File: src/rtl/baud_pkg.sv
// Package: shared widths for the fractional baud tick generator.
// Assumes the fraction is a binary count of sixteenths.
package baud_pkg;
    localparam int unsigned BG_DIV_W  = 16;   // integer divisor width
    localparam int unsigned BG_FRAC_W = 4;    // fraction width, 2**W slots per group
endpackage

File: src/rtl/baud_frac_sel.sv
// Decides whether the current tick slot gets one extra reference cycle.
// Slot k of a 2**FRAC_W group is stretched when floor((k+1)F/2**W) exceeds
// floor(kF/2**W), which spreads F stretched slots evenly over the group.
// Assumes frac < 2**FRAC_W, so the two floors differ by at most one.
module baud_frac_sel #(
    parameter int unsigned FRAC_W = baud_pkg::BG_FRAC_W
) (
    input  logic [FRAC_W-1:0] slot,
    input  logic [FRAC_W-1:0] frac,
    output logic              stretch
);
    localparam int unsigned PW = 2 * FRAC_W + 1;

    logic [PW-1:0] prod_cur;
    logic [PW-1:0] prod_nxt;

    // Products for the current slot and the slot after it.
    always_comb begin
        prod_cur = PW'(slot) * PW'(frac);
        prod_nxt = (PW'(slot) + PW'(1)) * PW'(frac);
        stretch  = ((prod_nxt >> FRAC_W) != (prod_cur >> FRAC_W));
    end
endmodule

File: src/rtl/baud_tick_cnt.sv
// Counts reference cycles within one tick period and flags the last cycle.
// Assumes limit is held stable by the caller for the whole period.
// Tick is high in the cycle where the count equals limit, giving limit+1
// cycles per period.
module baud_tick_cnt #(
    parameter int unsigned DIV_W = baud_pkg::BG_DIV_W
) (
    input  logic           clk,
    input  logic           rst_n,
    input  logic           en,
    input  logic [DIV_W:0] limit,
    output logic           tick
);
    localparam int unsigned CW = DIV_W + 1;

    logic [CW-1:0] cnt;
    logic          run;

    // Counting is allowed only out of reset and while enabled.
    always_comb begin
        run  = en && rst_n;
        tick = run && (cnt == limit);
    end

    // Cycle counter: cleared when idle, wraps to zero on the tick.
    always_ff @(posedge clk) begin
        if (!run || tick) begin
            cnt <= '0;
        end else begin
            cnt <= cnt + CW'(1);
        end
    end
endmodule

File: src/rtl/baud_slot_cnt.sv
// Numbers ticks within a group of 2**FRAC_W and marks the final slot.
// Assumes tick is a one-cycle qualifier from the cycle counter.
module baud_slot_cnt #(
    parameter int unsigned FRAC_W = baud_pkg::BG_FRAC_W
) (
    input  logic              clk,
    input  logic              rst_n,
    input  logic              en,
    input  logic              tick,
    output logic [FRAC_W-1:0] slot,
    output logic              last
);
    // Slot index: cleared when idle, advanced and wrapped on each tick.
    always_ff @(posedge clk) begin
        if (!rst_n || !en) begin
            slot <= '0;
        end else if (tick) begin
            slot <= slot + FRAC_W'(1);
        end
    end

    // Final slot of the group.
    always_comb last = &slot;
endmodule

File: src/rtl/frac_baud_gen.sv
// Fractional baud tick generator top.
// Produces a 16x oversampling tick from the reference clock using an
// integer divisor plus a fraction in sixteenths, and a bit strobe on the
// last tick of each group. Settings are captured while idle, in reset or
// on a tick, so a change made mid-period applies at the next boundary.
// Assumes rst_n is synchronous and active low.
module frac_baud_gen #(
    parameter int unsigned DIV_W  = baud_pkg::BG_DIV_W,
    parameter int unsigned FRAC_W = baud_pkg::BG_FRAC_W
) (
    input  logic              clk,
    input  logic              rst_n,
    input  logic              en,
    input  logic [DIV_W-1:0]  div_int,
    input  logic [FRAC_W-1:0] div_frac,
    output logic              tick_16x,
    output logic              bit_strobe
);
    localparam int unsigned LW = DIV_W + 1;

    logic [DIV_W-1:0]  lat_div;
    logic [FRAC_W-1:0] lat_frac;
    logic [FRAC_W-1:0] slot;
    logic              slot_last;
    logic              stretch;
    logic              tick;
    logic [LW-1:0]     limit;

    // Setting capture: track inputs when idle, reload at each tick boundary.
    always_ff @(posedge clk) begin
        if (!rst_n || !en || tick) begin
            lat_div  <= div_int;
            lat_frac <= div_frac;
        end
    end

    baud_frac_sel #(.FRAC_W(FRAC_W)) frac_sel_i (
        .slot    (slot),
        .frac    (lat_frac),
        .stretch (stretch)
    );

    // Period limit: divisor plus the one-cycle stretch for this slot.
    always_comb limit = LW'(lat_div) + LW'(stretch);

    baud_tick_cnt #(.DIV_W(DIV_W)) tick_cnt_i (
        .clk   (clk),
        .rst_n (rst_n),
        .en    (en),
        .limit (limit),
        .tick  (tick)
    );

    baud_slot_cnt #(.FRAC_W(FRAC_W)) slot_cnt_i (
        .clk   (clk),
        .rst_n (rst_n),
        .en    (en),
        .tick  (tick),
        .slot  (slot),
        .last  (slot_last)
    );

    // Output drive.
    always_comb begin
        tick_16x   = tick;
        bit_strobe = tick && slot_last;
    end
endmodule

File: config.mk
export PLATFORM = sky130hd
export DESIGN_NAME = frac_baud_gen
export DESIGN_NICKNAME = d
export VERILOG_FILES = /design/src/rtl/baud_pkg.sv /design/src/rtl/baud_frac_sel.sv /design/src/rtl/baud_tick_cnt.sv /design/src/rtl/baud_slot_cnt.sv /design/src/rtl/frac_baud_gen.sv
export SDC_FILE = /design/constraint.sdc
export NUM_CORES = 1
export LEC_CHECK = 0
export ABC_CLOCK_PERIOD_IN_PS = 6470
export BUFFER_PORTS_ARGS = -buffer_cell sky130_fd_sc_hd__buf_2
export CORE_UTILIZATION = 45
export DETAILED_ROUTE_END_ITERATION = 7
export GPL_ROUTABILITY_DRIVEN = 0
export HOLD_SLACK_MARGIN = 0.03
export PLACE_DENSITY = 0.71
export SETUP_SLACK_MARGIN = 0.1
export SYNTH_ARGS = -nofsm -noshare
export SYNTH_HDL_FRONTEND = slang
export SYNTH_HIERARCHICAL = 1
export SYNTH_SLANG_ARGS = --single-unit
File: constraint.sdc
create_clock -name clk -period 6.47 [get_ports clk]
set_input_delay 0.647 -clock clk [delete_from_list [all_inputs] [get_ports clk]]
set_output_delay 0.647 -clock clk [all_outputs]
set_load 0.01 [all_outputs]
Word-level counts from Yosys, hierarchy flattened
Cells that the tools add are included.

Equality and inequality tests: 2. Reductions and logical operators: 10. Add/sub/neg operators: 4. $mul: 2.

Operator list (number): adder 16 x 1 -> 17 bit (1); adder 17 x 1 -> 17 bit (second input constant) (1); == test 17 bit (1); multiplier 9 x 4 -> 9 bit (1); multiplier 4 x 4 -> 8 bit (1); adder 4 x 1 -> 5 bit (second input constant) (1); != test 5 x 4 -> 1 bit (1); adder 4 x 1 -> 4 bit (second input constant) (1); AND reduction 4 bit (1); logical AND 1 bit (3); zero test 1 bit (3); logical OR 1 bit (3).

Bits of input ports: 23. Logic and storage cells: 22. Flip-flop bits (word level): 41.

Longest topological paths before layout
Gate-level depths: netlist of the first run.

Word-level depth: 7. Gate-level depth with buffers: 25.

Modules after synthesis
The synthesis of the first run kept the hierarchy.

Modules (own cells, without submodules): baud_tick_cnt (instances 1, area an instance 1048.5 um^2, sequential area each 340.3 um^2, cells each 111); baud_frac_sel (instances 1, area an instance 937.1 um^2, sequential area each 0.0 um^2, cells each 117); frac_baud_gen (instances 1, area an instance 929.6 um^2, sequential area each 600.6 um^2, cells each 63); baud_slot_cnt (instances 1, area an instance 186.4 um^2, sequential area each 80.1 um^2, cells each 18).

Worst setup path after synthesis of the first run
OpenSTA, ideal clock, no wires.

Path type: register to register. Start point: register slot_cnt_i.slot[0]. End point: register lat_div[0] (enable). Stages on the path, launching flop included: 25. Setup slack: -0.139 ns. Data arrival time: 6.229 ns. Period minus slack after synthesis: 6.609 ns. Setup time: 0.381 ns. Cell sequence: dfxtp_1 > ha_1 > xor2_1 > nand2_1 > fa_1 > fa_1 > inv_1 > ha_1 > a21o_1 > a31o_1 > a31o_1 > or3_1 > mux2i_1 > o211ai_1 > ha_1 > ha_1 > and2_1 > nand4_4 > nand2b_4 > xnor2_1 > xnor2_1 > nand4_2 > nor4_4 > and3b_1 > nand3b_1.

Word-level cells in the longest chain between the ends: 7.

Ends and longest elaborated chain: start: declaration (line baud_slot_cnt.sv:10) `output logic [FRAC_W-1:0] slot,`; start signal: assignment (line baud_slot_cnt.sv:18) `slot <= slot + FRAC_W'(1);`; adder 4 x 1 -> 5 bit (line baud_frac_sel.sv:20) `prod_nxt = (PW'(slot) + PW'(1)) * PW'(frac);`; multiplier 9 x 4 -> 9 bit (line baud_frac_sel.sv:20); != test 5 x 4 -> 1 bit * (line baud_frac_sel.sv:21) `stretch = ((prod_nxt >> FRAC_W) != (prod_cur >> FRAC_W));`; via stretch (line frac_baud_gen.sv:25) `logic stretch;`; adder 16 x 1 -> 17 bit * (line frac_baud_gen.sv:44) `always_comb limit = LW'(lat_div) + LW'(stretch);`; via limit[12] (line frac_baud_gen.sv:27) `logic [LW-1:0] limit;`; == test 17 bit * (line baud_tick_cnt.sv:22) `tick = run && (cnt == limit);`; logical AND 1 bit * (line baud_tick_cnt.sv:22); via tick_16x (line frac_baud_gen.sv:16) `output logic tick_16x,`; logical OR 1 bit * (line frac_baud_gen.sv:31) `if (!rst_n || !en || tick) begin`; end signal: assignment (line frac_baud_gen.sv:32) `lat_div <= div_int;`; end: declaration (line frac_baud_gen.sv:21) `logic [DIV_W-1:0] lat_div;`.

Mark *: on every way through the listed nets, which the timed path passes. The rest lies on a longest branch. A chain may end at the register's enable or synchronous reset.

Worst setup path after layout of the first run
Start point: register slot_cnt_i.slot[1]. End point: output port bit_strobe.

Word-level cells in the longest chain between the ends: 7.

Ends and longest elaborated chain: adder 4 x 1 -> 5 bit (line baud_frac_sel.sv:20); multiplier 9 x 4 -> 9 bit (line baud_frac_sel.sv:20); != test 5 x 4 -> 1 bit * (line baud_frac_sel.sv:21); via stretch (line frac_baud_gen.sv:25); adder 16 x 1 -> 17 bit * (line frac_baud_gen.sv:44); via limit[14] (line frac_baud_gen.sv:27); == test 17 bit * (line baud_tick_cnt.sv:22); logical AND 1 bit * (line baud_tick_cnt.sv:22); logical AND 1 bit * (line frac_baud_gen.sv:66) `bit_strobe = tick && slot_last;`; end: declaration (line frac_baud_gen.sv:17) `output logic bit_strobe`.

Marks and branches as above.

==> impl_metrics.prom, run 1 <==
# TYPE chip_impl_metric gauge
chip_impl_info{name="synth_top_cells_by_count",value="xnor2_1 (43), nand2_1 (31), ha_1 (26)"} 1
chip_impl_metric{name="wire_length_of_the_first_global_routing_pass",unit="um"} 10000
chip_impl_metric{name="viasPerCell",unit=""} 5.30
chip_impl_metric{name="net_count_of_the_mapped_netlist",unit=""} 366
chip_impl_info{name="worstReg2RegStart",value="slot_cnt_i/slot[1]"} 1
chip_impl_info{name="synth_largest_area_cell",value="edfxtp_1"} 1
chip_impl_metric{name="dieWidth",unit="um"} 85.0
chip_impl_metric{name="post_cts_hold_buffer_count",unit=""} 0
chip_impl_metric{name="io_buffers",unit=""} 24
chip_impl_metric{name="die_h",unit="um"} 85.0
chip_impl_metric{name="clock_insertion_delay_worst_skew",unit="ns"} 0.30
chip_impl_metric{name="max_cap_viol_count",unit=""} 0
chip_impl_info{name="outcome",value="completed"} 1
chip_impl_metric{name="fin_hold_ws",unit="ns"} 0.516
chip_impl_metric{name="drc",unit=""} 0
chip_impl_metric{name="post_route_cells_drive_above_1_share",unit=""} 0.239
chip_impl_metric{name="fin_tns_setup",unit="ns"} 0
chip_impl_metric{name="max_slew_margin",unit=""} 0.636
chip_impl_info{name="worstSetupEndpointType",value="primary output"} 1
chip_impl_info{name="critPathKind",value="reg -> out"} 1
chip_impl_metric{name="ant_nets",unit=""} 0
chip_impl_metric{name="worst-slew-pin-transition",unit="ns"} 0.545
chip_impl_metric{name="avgRoutedWirePerCell",unit="um"} 14.0
chip_impl_metric{name="timing.reg2reg.setup_slack",unit="ns"} 0.58
chip_impl_info{name="worst_hold_path.endpoint",value="lat_frac[1]"} 1
chip_impl_metric{name="clk_pin_slew",unit="ns"} 0.09
chip_impl_metric{name="yosys_register_bits",unit=""} 41
chip_impl_metric{name="drt_pre_antenna_iters",unit=""} 4
chip_impl_metric{name="yosys_warnings",unit=""} 6
chip_impl_metric{name="h-tree-depth",unit=""} 2
chip_impl_metric{name="finalSetupViolations",unit=""} 0
chip_impl_info{name="yosys.cell_count.top_type",value="xnor2_1"} 1
chip_impl_metric{name="final_min_period_over_clock_period",unit=""} 0.968
chip_impl_metric{name="filler_cell_count",unit=""} 545
chip_impl_metric{name="power.density",unit="nW/um^2"} 147
chip_impl_metric{name="fin_clk_skew",unit="ns"} 0.0160
chip_impl_metric{name="vias",unit=""} 2288
chip_impl_metric{name="final_hold_fails",unit=""} 0
chip_impl_metric{name="drt_wl_total",unit="um"} 6060
chip_impl_info{name="synth_flop_cell",value="dfxtp_1"} 1
chip_impl_metric{name="cts_inserted_buffers",unit=""} 5
chip_impl_metric{name="synth_xor_area_frac",unit=""} 0.172
chip_impl_info{name="crit_path_top_delay_cell",value="fa_1"} 1
chip_impl_metric{name="die-area",unit="sq um"} 7230
chip_impl_metric{name="synth_area",unit="sq um"} 3100
chip_impl_metric{name="worst-path-max-fanout",unit=""} 5
chip_impl_metric{name="start_util",unit=""} 0.478
chip_impl_metric{name="fmaxAchievable",unit="GHz"} 0.160
chip_impl_metric{name="finish.utilization",unit=""} 0.563
chip_impl_metric{name="rows",unit=""} 29
chip_impl_metric{name="total_leakage_power",unit="nW"} 1.54
chip_impl_metric{name="placeableCoreArea",unit="sq um"} 6490
chip_impl_metric{name="final_area",unit="sq um"} 3650
chip_impl_metric{name="synth_top_area_frac",unit=""} 0.194
chip_impl_info{name="synth_top_family_by_area",value="simple AND/OR/NAND/NOR gates"} 1
chip_impl_metric{name="insertedDiodeCount",unit=""} 0
chip_impl_metric{name="final_critical_path_time_including_i_o_delays_and_setup",unit="ns"} 6.26
chip_impl_metric{name="detail_route.iter0.violations",unit=""} 138
chip_impl_metric{name="vdd_drop_max",unit="uV"} 144
chip_impl_metric{name="worst_path_largest_cell_delay",unit="ns"} 0.51
chip_impl_metric{name="post_synth_mux_area_share",unit=""} 0.0129
chip_impl_metric{name="timing.reg2reg.worst_path_depth",unit=""} 27
chip_impl_info{name="rsz0062_at_grt",value="yes"} 1
chip_impl_metric{name="cell_count_of_the_worst_hold_path",unit=""} 1
chip_impl_info{name="worst_setup_path_start_kind",value="flop"} 1
chip_impl_info{name="clk_root_buffer_cell",value="clkbuf_8"} 1
chip_impl_metric{name="p_total",unit="uW"} 536
chip_impl_metric{name="grt_remaining_overflow",unit=""} 0
chip_impl_metric{name="final_nets",unit=""} 411
chip_impl_metric{name="io_pins",unit=""} 25
chip_impl_metric{name="synth_compound_gate_area_share",unit=""} 0.0766
chip_impl_metric{name="grt_start_max_net_pins",unit=""} 21
chip_impl_metric{name="cp.required",unit="ns"} 5.82
chip_impl_metric{name="grt_antenna_before_repair",unit=""} 0
chip_impl_metric{name="final-max-slew-violation-count",unit=""} 0
chip_impl_metric{name="clock_path_buffers",unit=""} 2
chip_impl_info{name="worstHoldPathType",value="in -> reg"} 1
chip_impl_info{name="ys_top_cells_by_area",value="edfxtp_1 (19%), dfxtp_1 (14%), xnor2_1 (12%)"} 1
chip_impl_metric{name="yosysSeqAreaShare",unit=""} 0.329
chip_impl_metric{name="average_size_of_a_mapped_cell",unit="sq um"} 10.0
chip_impl_metric{name="synth_simple_gate_area_frac",unit=""} 0.216
chip_impl_metric{name="layout-area-overhead-vs-synth",unit="%"} 17.8
chip_impl_metric{name="synth_enable_flop_cells",unit=""} 20
chip_impl_metric{name="first_global_vias",unit=""} 2151
chip_impl_info{name="cts_tree",value="built"} 1
chip_impl_info{name="cp_common_cell",value="ha_4"} 1
chip_impl_metric{name="post_synth_inst_count",unit=""} 309
chip_impl_metric{name="place_area",unit="sq um"} 3340
chip_impl_metric{name="post_synth_num_cell_types",unit=""} 46
chip_impl_info{name="worst_hold_startpoint",value="div_frac[1]"} 1
chip_impl_info{name="regToRegEndpoint",value="lat_div[3]"} 1
chip_impl_metric{name="place.detailed.hpwl",unit="um"} 4380
chip_impl_metric{name="track_usage",unit=""} 0.176
chip_impl_metric{name="clkSinkCount",unit=""} 41
chip_impl_metric{name="worst-endpoint-arrival",unit="ns"} 5.62
chip_impl_metric{name="async_reset_ff_frac",unit=""} 0
chip_impl_metric{name="synth-adder-area-share",unit=""} 0.157
## cells by family (layout without fill, tap and decap cells)
logic type | after synthesis | after routing
and+or+nand+nor | 112 | 112
xor gates and xnor gates | 60 | 60
DFF | 41 | 41
adders and majority gates | 34 | 34
AOI/OAI and AO/OA | 33 | 33
buffers and inverters | 25 | 71
muxes | 4 | 4
## routing by layer
layer | global-route usage | wire length (um) | up-vias
met1 | 0.258 | 3020 | 1047
met5 | 0 | 0 | -
li1 | - | - | 1176
met3 | 0.0350 | 307 | 8
met2 | 0.261 | 2640 | 57
met4 | 0.0586 | 82 | 0
## report_power, final
part | internal, mW | leakage, nW | switching (mW)
combinational | 0.0246 | 1.11 | 0.0257
clock | 0.0990 | 0.0534 | 0.0870
sequential | 0.285 | 0.375 | 0.0146
## flip-flops by register name, summed over array words and instances, names as in the netlist
register and count:
slot_cnt_i/slot 4, tick_cnt_i/cnt 17, lat_div 16, lat_frac 4
## placed cells by master (no fill, tap or decap), types with 11 or more instances in the layout
cell type | Yosys | layout
buf_4 | 0 | 19
nand3_1 | 12 | 11
and2_1 | 13 | 11
buf_2 | 2 | 23
dfxtp_1 | 21 | 18
edfxtp_1 | 20 | 20
xnor2_1 | 43 | 41
a211oi_1 | 16 | 16
inv_1 | 17 | 16
nor2_1 | 13 | 12
xor2_1 | 16 | 15
nand2_1 | 31 | 30
ha_1 | 26 | 22
## stage by stage
stage | instances | setup WS (ns)
floorplan | 309 | 0.150
global placement | 410 | 0.301
detailed placement | 410 | 0.163
CTS | 422 | 0.101
global route | 432 | -0.137
finish | 432 | 0.207
## repair_timing
action / in CTS / in global routing
setup endpoints to repair: 2 / 2
resized for setup: 8 / 16
buffers inserted: 4 / 10
pin swaps: 7 / 20
## critical path: cells and delay by family (launching register included)
family | cells | cell delay [ns]
buffers and inverters | 3 | 0.29
flip-flops | 1 | 0.39
XOR/XNOR | 3 | 0.48
AO/OA/AOI/OAI | 4 | 0.76
adder cells (fa/ha/maj) | 6 | 1.73
multiplexers | 1 | 0.12
AND/OR/NAND/NOR | 9 | 1.56
## worst max path at each step
stage | slack [ns] | cells after the start | from | to
global placement | 0.30 | 25 | slot_cnt_i/slot[1] | bit_strobe
global route | -0.14 | 25 | slot_cnt_i/slot[1] | bit_strobe
floorplan | 0.15 | 23 | slot_cnt_i/slot[0] | lat_div[0]
finish | 0.21 | 26 | slot_cnt_i/slot[1] | bit_strobe
detailed placement | 0.16 | 25 | slot_cnt_i/slot[1] | bit_strobe
CTS | 0.10 | 25 | slot_cnt_i/slot[1] | bit_strobe
## cell type report
class	instances	area (sq um)	share of cell area
multi-input combinational	243	2050	0.562
tap	77	96.3	0.0264
timing repair buffer	46	309	0.0846
clock inverter	1	5.00	0.00137
clock buffer	7	97.6	0.0267
sequential	41	1030	0.282
inverter	17	63.8	0.0175
Power figures use the tool's default switching activity.
==> inputs of run 2 (changes only) <==
ABC_AREA = 1   (was default)
CTS_CLUSTER_DIAMETER = 50   (was default)
==> run 2 against run 1 <==
Final area grew 5.7%; non-clock buffer count shrank 20; worst hold slack got worse by 0.016 ns; synthesized cell count grew 63%; fmax increased by 7.1%; sequential power down 2%; largest cell class unchanged; critical endpoint unchanged; global-route usage grew 0.40 points; die area increased by 12%; critical path depth rose by 8.
==> impl_metrics.prom, run 2 <==
# TYPE chip_impl_metric gauge
chip_impl_metric{name="finalSetupViolations",unit=""} 0
chip_impl_metric{name="fraction_of_power_consumed_by_the_clock_network",unit=""} 0.332
chip_impl_metric{name="vdd_drop_max",unit="uV"} 121
chip_impl_metric{name="total_leakage_power",unit="nW"} 1.91
chip_impl_metric{name="drc",unit=""} 0
chip_impl_metric{name="final_min_period_over_clock_period",unit=""} 0.904
chip_impl_metric{name="final_hold_fails",unit=""} 0
chip_impl_info{name="synth_flop_cell",value="dfxtp_1"} 1
chip_impl_metric{name="average_size_of_a_mapped_cell",unit="sq um"} 6.87
chip_impl_metric{name="first_global_vias",unit=""} 2784
chip_impl_info{name="top_register",value="tick_cnt_i/cnt"} 1
chip_impl_metric{name="sw_frac_of_total",unit=""} 0.251
chip_impl_metric{name="die_h",unit="um"} 89.8
chip_impl_metric{name="final-max-slew-violation-count",unit=""} 0
chip_impl_metric{name="switching_pwr",unit="uW"} 126
chip_impl_metric{name="fmaxAchievable",unit="GHz"} 0.171
chip_impl_metric{name="final_nets",unit=""} 592
chip_impl_metric{name="placement.setup.worst_slack",unit="ns"} 0.410
chip_impl_metric{name="final_critical_path_time_including_i_o_delays_and_setup",unit="ns"} 5.85
chip_impl_metric{name="p_total",unit="uW"} 503
chip_impl_metric{name="io_pins",unit=""} 25
chip_impl_metric{name="fin_clk_skew",unit="ns"} 0.00797
chip_impl_metric{name="ant_nets",unit=""} 0
chip_impl_metric{name="grt_start_max_net_pins",unit=""} 21
chip_impl_metric{name="place_area",unit="sq um"} 3710
chip_impl_metric{name="synth_top_area_frac",unit=""} 0.174
chip_impl_info{name="cts_tree",value="built"} 1
chip_impl_metric{name="synth_enable_flop_cells",unit=""} 20
chip_impl_metric{name="insertedDiodeCount",unit=""} 0
chip_impl_metric{name="synth_area",unit="sq um"} 3470
chip_impl_metric{name="use_met2",unit=""} 0.296
chip_impl_metric{name="worst-slew-pin-transition",unit="ns"} 0.368
chip_impl_metric{name="post-place-cells",unit=""} 627
chip_impl_metric{name="yosys_warnings",unit=""} 6
chip_impl_metric{name="yosys_register_bits",unit=""} 41
chip_impl_metric{name="drt_wl_total",unit="um"} 6740
chip_impl_metric{name="place.detailed.hpwl",unit="um"} 5440
chip_impl_metric{name="clock_insertion_delay_worst_skew",unit="ns"} 0.29
chip_impl_info{name="yosys.cell_count.top_type",value="nand2_1"} 1
chip_impl_metric{name="fin_hold_ws",unit="ns"} 0.500
chip_impl_metric{name="die-area",unit="sq um"} 8060
chip_impl_info{name="final_cell_mix",value="nand2_1 (161), inv_1 (85), nor2_1 (63)"} 1
chip_impl_metric{name="h-tree-depth",unit=""} 2
chip_impl_info{name="critPathKind",value="reg -> out"} 1
chip_impl_metric{name="post_synth_inst_count",unit=""} 505
chip_impl_metric{name="dieWidth",unit="um"} 89.8
chip_impl_info{name="worst_setup_path_startpoint",value="slot_cnt_i/slot[0]"} 1
chip_impl_metric{name="clock_path_buffers",unit=""} 2
chip_impl_info{name="ys_top_cells_by_area",value="nand2_1 (17%), edfxtp_1 (17%), dfxtp_1 (12%)"} 1
chip_impl_metric{name="cp.required",unit="ns"} 5.82
chip_impl_metric{name="clk_pin_slew",unit="ns"} 0.08
chip_impl_info{name="globalRoute.busiestLayer",value="met2"} 1
chip_impl_info{name="cp_common_cell",value="nand2_1"} 1
chip_impl_metric{name="wire_length_of_the_first_global_routing_pass",unit="um"} 11900
chip_impl_info{name="final_common_cell",value="nand2_1"} 1
chip_impl_metric{name="async_reset_ff_frac",unit=""} 0
chip_impl_metric{name="worst_path_largest_cell_delay",unit="ns"} 0.54
chip_impl_info{name="synth_top_cells_by_count",value="nand2_1 (161), inv_1 (86), nor2_1 (67)"} 1
chip_impl_metric{name="drt_pre_antenna_iters",unit=""} 4
chip_impl_metric{name="start_util",unit=""} 0.471
chip_impl_metric{name="gr-usage-met1",unit=""} 0.248
chip_impl_metric{name="vias",unit=""} 2984
chip_impl_metric{name="post_route_cells_drive_above_1_share",unit=""} 0.138
chip_impl_info{name="clk_root_buffer_cell",value="clkbuf_8"} 1
chip_impl_info{name="worstSetupEndpointType",value="primary output"} 1
chip_impl_metric{name="final_area",unit="sq um"} 3860
chip_impl_metric{name="clkSinkCount",unit=""} 41
chip_impl_metric{name="cts_inserted_buffers",unit=""} 5
chip_impl_metric{name="layout-area-overhead-vs-synth",unit="%"} 11.3
chip_impl_metric{name="worst-endpoint-arrival",unit="ns"} 5.20
chip_impl_metric{name="rows",unit=""} 31
chip_impl_metric{name="grt_remaining_overflow",unit=""} 0
chip_impl_metric{name="cts_post_setup_buffers_inserted",unit=""} 0
chip_impl_info{name="layout_top_registers",value="tick_cnt_i/cnt x17, lat_div x16"} 1
chip_impl_metric{name="layout.cells.non_filler",unit=""} 635
chip_impl_metric{name="net_count_of_the_mapped_netlist",unit=""} 562
chip_impl_metric{name="finish.utilization",unit=""} 0.524
chip_impl_metric{name="grt_antenna_before_repair",unit=""} 0
chip_impl_info{name="worst_hold_startpoint",value="tick_cnt_i/cnt[0]"} 1
chip_impl_metric{name="groute.layer.met3.usage",unit=""} 0.0279
chip_impl_metric{name="avgRoutedWirePerCell",unit="um"} 10.6
chip_impl_metric{name="share_seq_of_total_power",unit=""} 0.583
chip_impl_metric{name="filler_cell_count",unit=""} 719
chip_impl_metric{name="power_report.internal_total",unit="uW"} 377
chip_impl_info{name="synth_largest_area_cell",value="nand2_1"} 1
chip_impl_metric{name="track_usage",unit=""} 0.180
chip_impl_metric{name="setup_ws",unit="ns"} 0.620
chip_impl_info{name="crit_path_top_delay_cell",value="fa_1"} 1
chip_impl_metric{name="max_slew_margin",unit=""} 0.754
chip_impl_metric{name="max_cap_viol_count",unit=""} 0
chip_impl_metric{name="largest_register_ffs",unit=""} 17
chip_impl_metric{name="yosysSeqAreaShare",unit=""} 0.294
chip_impl_metric{name="fin_tns_setup",unit="ns"} 0
chip_impl_info{name="rsz0062_at_grt",value="no"} 1
chip_impl_metric{name="io_buffers",unit=""} 24
chip_impl_metric{name="detail_route.iter0.violations",unit=""} 176
chip_impl_metric{name="viasPerCell",unit=""} 4.70
chip_impl_metric{name="post_cts_hold_buffer_count",unit=""} 0
chip_impl_metric{name="combinationalPowerShare",unit=""} 0.085
chip_impl_info{name="worst_setup_path_start_kind",value="flop"} 1
chip_impl_info{name="outcome",value="completed"} 1
chip_impl_metric{name="worst-path-max-fanout",unit=""} 11
chip_impl_metric{name="power.density",unit="nW/um^2"} 130
chip_impl_info{name="worstHoldPathType",value="reg -> reg"} 1
chip_impl_metric{name="placeableCoreArea",unit="sq um"} 7370
chip_impl_metric{name="post_synth_num_cell_types",unit=""} 30
chip_impl_info{name="worstReg2RegStart",value="slot_cnt_i/slot[0]"} 1
==> run 2: cell types whose count changed in the layout (fill, tap and decap cells not counted), moves of 7 or more <==
cell      previous run  this run
buf_4               19         2
xnor2_1             41        10
a211oi_1            16         0
nand3_1             11        30
nor2_1              12        63
nand2_1             30       161
inv_1               16        85
and2_1              11         0
nor2_2               1        10
nand2_2              1         8
==> run 2: worst max-delay path: cells and delay by family (launching register included) <==
kind	cells	cell delay, ns
AND/OR/NAND/NOR	21	1.91
adder cells (fa/ha/maj)	6	1.92
XOR/XNOR	1	0.18
AO/OA/AOI/OAI	1	0.15
buffers and inverters	5	0.33
flip-flops	1	0.39
==> run 2: worst paths after layout <==
path	end	slack [ns]	cells after the start
min	tick_cnt_i/cnt[0]	0.50	1
max	bit_strobe	0.62	34
max reg2reg	lat_div[4]	1.09	33
min reg2reg	tick_cnt_i/cnt[0]	0.50	1
==> run 2: logic make-up (layout without fill, tap and decap cells) <==
family,after synthesis,after routing,share of synthesized area
and+or+nand+nor,300,300,0.376
buffers and inverters,89,120,0.0985
DFF,41,41,0.294
AOI/OAI and AO/OA,13,13,0.0202
xor gates and xnor gates,28,28,0.0707
adders and majority gates,34,34,0.140
==> run 2: power by group through the flow <==
stage	clock (mW)	combinational [mW]	sequential (mW)
2_1_floorplan	0	0.0310	0.295
3_3_place_gp	0	0.0412	0.299
3_5_place_dp	0	0.0421	0.299
4_1_cts	0.175	0.0423	0.293
5_1_grt	0.182	0.0491	0.295
6_report	0.167	0.0427	0.293
==> run 2: metal layers <==
layer / up-vias / share of wire
met5: - / 0
met4: 0 / 0.011
met3: 7 / 0.036
met2: 61 / 0.44
met1: 1307 / 0.51
li1: 1609 / -
==> run 2: cell type report <==
type | instances | area [sq um] | area share
repair buffers | 26 | 135 | 0.0350
clock buffers | 7 | 76.3 | 0.0198
well taps | 99 | 124 | 0.0321
clock inverters | 1 | 8.76 | 0.00227
inverters | 86 | 323 | 0.0836
flip-flops and latches | 41 | 1030 | 0.266
multi-input cells | 375 | 2170 | 0.561
==> run 2: repair_timing <==
| action | in CTS | in global routing |
|---|---|---|
| pin swaps | 0 | 2 |
| gates resized for setup | 1 | 17 |
| endpoints found under the setup margin | 1 | 23 |
==> inputs of run 3 (changes only) <==
CORE_MARGIN = 5   (was default)
==> run 3 against run 2 <==
Register-to-register slack got worse by 0.25 ns; clock skew up 0.0017 ns; setup slack worse by 0.15 ns; clock power grew 28%; combinational power increased by 4%; fmax shrank 2.6%; routed wire length increased by 9.6%; clock-buffer cell count did not move; largest cell class unchanged; largest power group unchanged.
==> impl_metrics.prom, run 3 (synthesized netlist as in run 2, its figures left out) <==
# TYPE chip_impl_metric gauge
chip_impl_metric{name="grt_antenna_before_repair",unit=""} 0
chip_impl_metric{name="drt_wl_total",unit="um"} 7390
chip_impl_info{name="worstSetupEndpointType",value="primary output"} 1
chip_impl_metric{name="largest_register_ffs",unit=""} 17
chip_impl_metric{name="fin_clk_skew",unit="ns"} 0.00964
chip_impl_info{name="cts_tree",value="built"} 1
chip_impl_info{name="final_common_cell",value="nand2_1"} 1
chip_impl_info{name="outcome",value="completed"} 1
chip_impl_metric{name="grt_remaining_overflow",unit=""} 0
chip_impl_info{name="path_delay_family",value="simple AND/OR/NAND/NOR gates"} 1
chip_impl_metric{name="grt_start_max_net_pins",unit=""} 18
chip_impl_metric{name="place.detailed.hpwl",unit="um"} 5970
chip_impl_metric{name="max_slew_margin",unit=""} 0.772
chip_impl_metric{name="worst-endpoint-arrival",unit="ns"} 5.36
chip_impl_metric{name="final_min_period_over_clock_period",unit=""} 0.928
chip_impl_metric{name="avgRoutedWirePerCell",unit="um"} 11.5
chip_impl_info{name="critPathKind",value="reg -> out"} 1
chip_impl_metric{name="clkSinkCount",unit=""} 41
chip_impl_metric{name="viasPerCell",unit=""} 4.89
chip_impl_info{name="rsz0062_at_grt",value="no"} 1
chip_impl_metric{name="dieWidth",unit="um"} 97.8
chip_impl_metric{name="drt_pre_antenna_iters",unit=""} 4
chip_impl_info{name="clk_root_buffer_cell",value="clkbuf_8"} 1
chip_impl_metric{name="worstPathBufferInverterCount",unit=""} 7
chip_impl_metric{name="vias",unit=""} 3129
chip_impl_metric{name="ant_nets",unit=""} 0
chip_impl_metric{name="max_cap_viol_count",unit=""} 0
chip_impl_metric{name="fmaxAchievable",unit="GHz"} 0.167
chip_impl_metric{name="insertedDiodeCount",unit=""} 0
chip_impl_metric{name="groute.layer.met3.usage",unit=""} 0.0257
chip_impl_metric{name="final_critical_path_time_including_i_o_delays_and_setup",unit="ns"} 6.00
chip_impl_metric{name="io_buffers",unit=""} 24
chip_impl_metric{name="worst-path-max-fanout",unit=""} 11
chip_impl_metric{name="rows",unit=""} 32
chip_impl_metric{name="track_usage",unit=""} 0.155
chip_impl_metric{name="io_pins",unit=""} 25
chip_impl_metric{name="fin_tns_setup",unit="ns"} 0
chip_impl_metric{name="die_h",unit="um"} 97.8
chip_impl_metric{name="post-place-cells",unit=""} 630
chip_impl_metric{name="final_nets",unit=""} 594
chip_impl_metric{name="drc",unit=""} 0
chip_impl_metric{name="start_util",unit=""} 0.456
chip_impl_info{name="final_cell_mix",value="nand2_1 (161), inv_1 (85), nor2_1 (64)"} 1
chip_impl_metric{name="die-area",unit="sq um"} 9570
chip_impl_metric{name="cts_inserted_buffers",unit=""} 5
chip_impl_metric{name="layout.area.seq",unit="sq um"} 1030
chip_impl_info{name="top_register",value="tick_cnt_i/cnt"} 1
chip_impl_metric{name="wire_length_of_the_first_global_routing_pass",unit="um"} 12500
chip_impl_metric{name="post_route_cells_drive_above_1_share",unit=""} 0.145
chip_impl_metric{name="layout.cells.non_filler",unit=""} 640
chip_impl_metric{name="clock_path_buffers",unit=""} 2
chip_impl_metric{name="worst_path_largest_cell_delay",unit="ns"} 0.55
chip_impl_metric{name="filler_cell_count",unit=""} 751
chip_impl_metric{name="first_global_vias",unit=""} 2928
chip_impl_metric{name="worst-slew-pin-transition",unit="ns"} 0.340
chip_impl_info{name="worstHoldPathType",value="reg -> reg"} 1
chip_impl_metric{name="final_hold_fails",unit=""} 0
chip_impl_info{name="globalRoute.busiestLayer",value="met2"} 1
chip_impl_metric{name="finalSetupViolations",unit=""} 0
chip_impl_info{name="cp_common_cell",value="nand2_1"} 1
chip_impl_info{name="worst_setup_path_start_kind",value="flop"} 1
chip_impl_metric{name="layout-area-overhead-vs-synth",unit="%"} 13.2
chip_impl_metric{name="gr-usage-met1",unit=""} 0.196
chip_impl_metric{name="cp.required",unit="ns"} 5.82
chip_impl_metric{name="total_leakage_power",unit="nW"} 1.94
chip_impl_metric{name="clk_pin_slew",unit="ns"} 0.09
chip_impl_metric{name="placeableCoreArea",unit="sq um"} 7610
chip_impl_metric{name="final-max-slew-violation-count",unit=""} 0
chip_impl_metric{name="vdd_drop_max",unit="uV"} 115
chip_impl_metric{name="power.density",unit="nW/um^2"} 141
chip_impl_info{name="layout_top_registers",value="tick_cnt_i/cnt x17, lat_div x16"} 1
chip_impl_metric{name="detail_route.iter0.violations",unit=""} 151
chip_impl_metric{name="use_met2",unit=""} 0.268
chip_impl_metric{name="h-tree-depth",unit=""} 2
chip_impl_metric{name="clock_insertion_delay_worst_skew",unit="ns"} 0.30
chip_impl_info{name="crit_path_top_delay_cell",value="fa_1"} 1
chip_impl_metric{name="multi_input_area",unit="sq um"} 2160
-- run 3: worst paths after layout --
kind / cells past startpoint / start / endpoint / slack (ns)
min: 1 / tick_cnt_i/cnt[0] / tick_cnt_i/cnt[0] / 0.50
max reg2reg: 35 / slot_cnt_i/slot[0] / lat_div[9] / 0.84
min reg2reg: 1 / tick_cnt_i/cnt[0] / tick_cnt_i/cnt[0] / 0.50
max: 36 / slot_cnt_i/slot[0] / bit_strobe / 0.47
-- run 3: timing repair --
action | 4_1_cts | 5_1_grt
gates resized for setup | 3 | 15
pin swaps | 0 | 3
hold buffers | 0 | 0
buffers inserted | 0 | 2
hold endpoints to repair | 0 | 0
setup endpoints to repair | 2 | 18
-- run 3: worst reg2reg max path: cells and delay by family, from the launching register on --
family                     cells  cell delay (ns)
DFF                            1             0.39
adders and majority gates      6             1.92
AOI/OAI and AO/OA              1             0.16
and+or+nand+nor               22             2.23
buffers and inverters          6             0.63
-- run 3: power by group --
| group | switching [mW] | internal, mW | total [mW] | leakage, nW |
|---|---|---|---|---|
| registers | 0.0117 | 0.282 | 0.293 | 0.376 |
| logic | 0.0260 | 0.0185 | 0.0445 | 1.50 |
| clock network | 0.0917 | 0.122 | 0.214 | 0.0645 |
| total | 0.129 | 0.422 | 0.552 | 1.94 |
-- run 3: through the flow --
step / instance area, sq um / total power, mW / util / hold WS [ns] / setup slack [ns]
5_1_grt: 3930 / 0.578 / 0.516 / 0.507 / 0.0928
2_1_floorplan: 3470 / 0.326 / - / 0.447 / 0.637
3_3_place_gp: 3730 / 0.343 / 0.490 / 0.473 / 0.607
6_report: 3930 / 0.552 / 0.516 / 0.499 / 0.467
3_5_place_dp: 3730 / 0.344 / 0.490 / 0.476 / 0.304
4_1_cts: 3860 / 0.559 / 0.507 / 0.498 / 0.156
-- run 3: layer usage --
metal / part of all wire / routed length (um) / vias up
met5: 0 / 0 / -
met4: 0.020 / 146 / 0
met3: 0.043 / 315 / 13
met2: 0.49 / 3610 / 54
met1: 0.45 / 3320 / 1449
li1: - / - / 1613
-- run 3: area by class of cell --
type	count	area share
inverters	86	0.0822
clock inverters	1	0.00127
well taps	102	0.0325
clock buffers	7	0.0303
multi-input cells	375	0.550
repair buffers	28	0.0414
flip-flops and latches	41	0.263
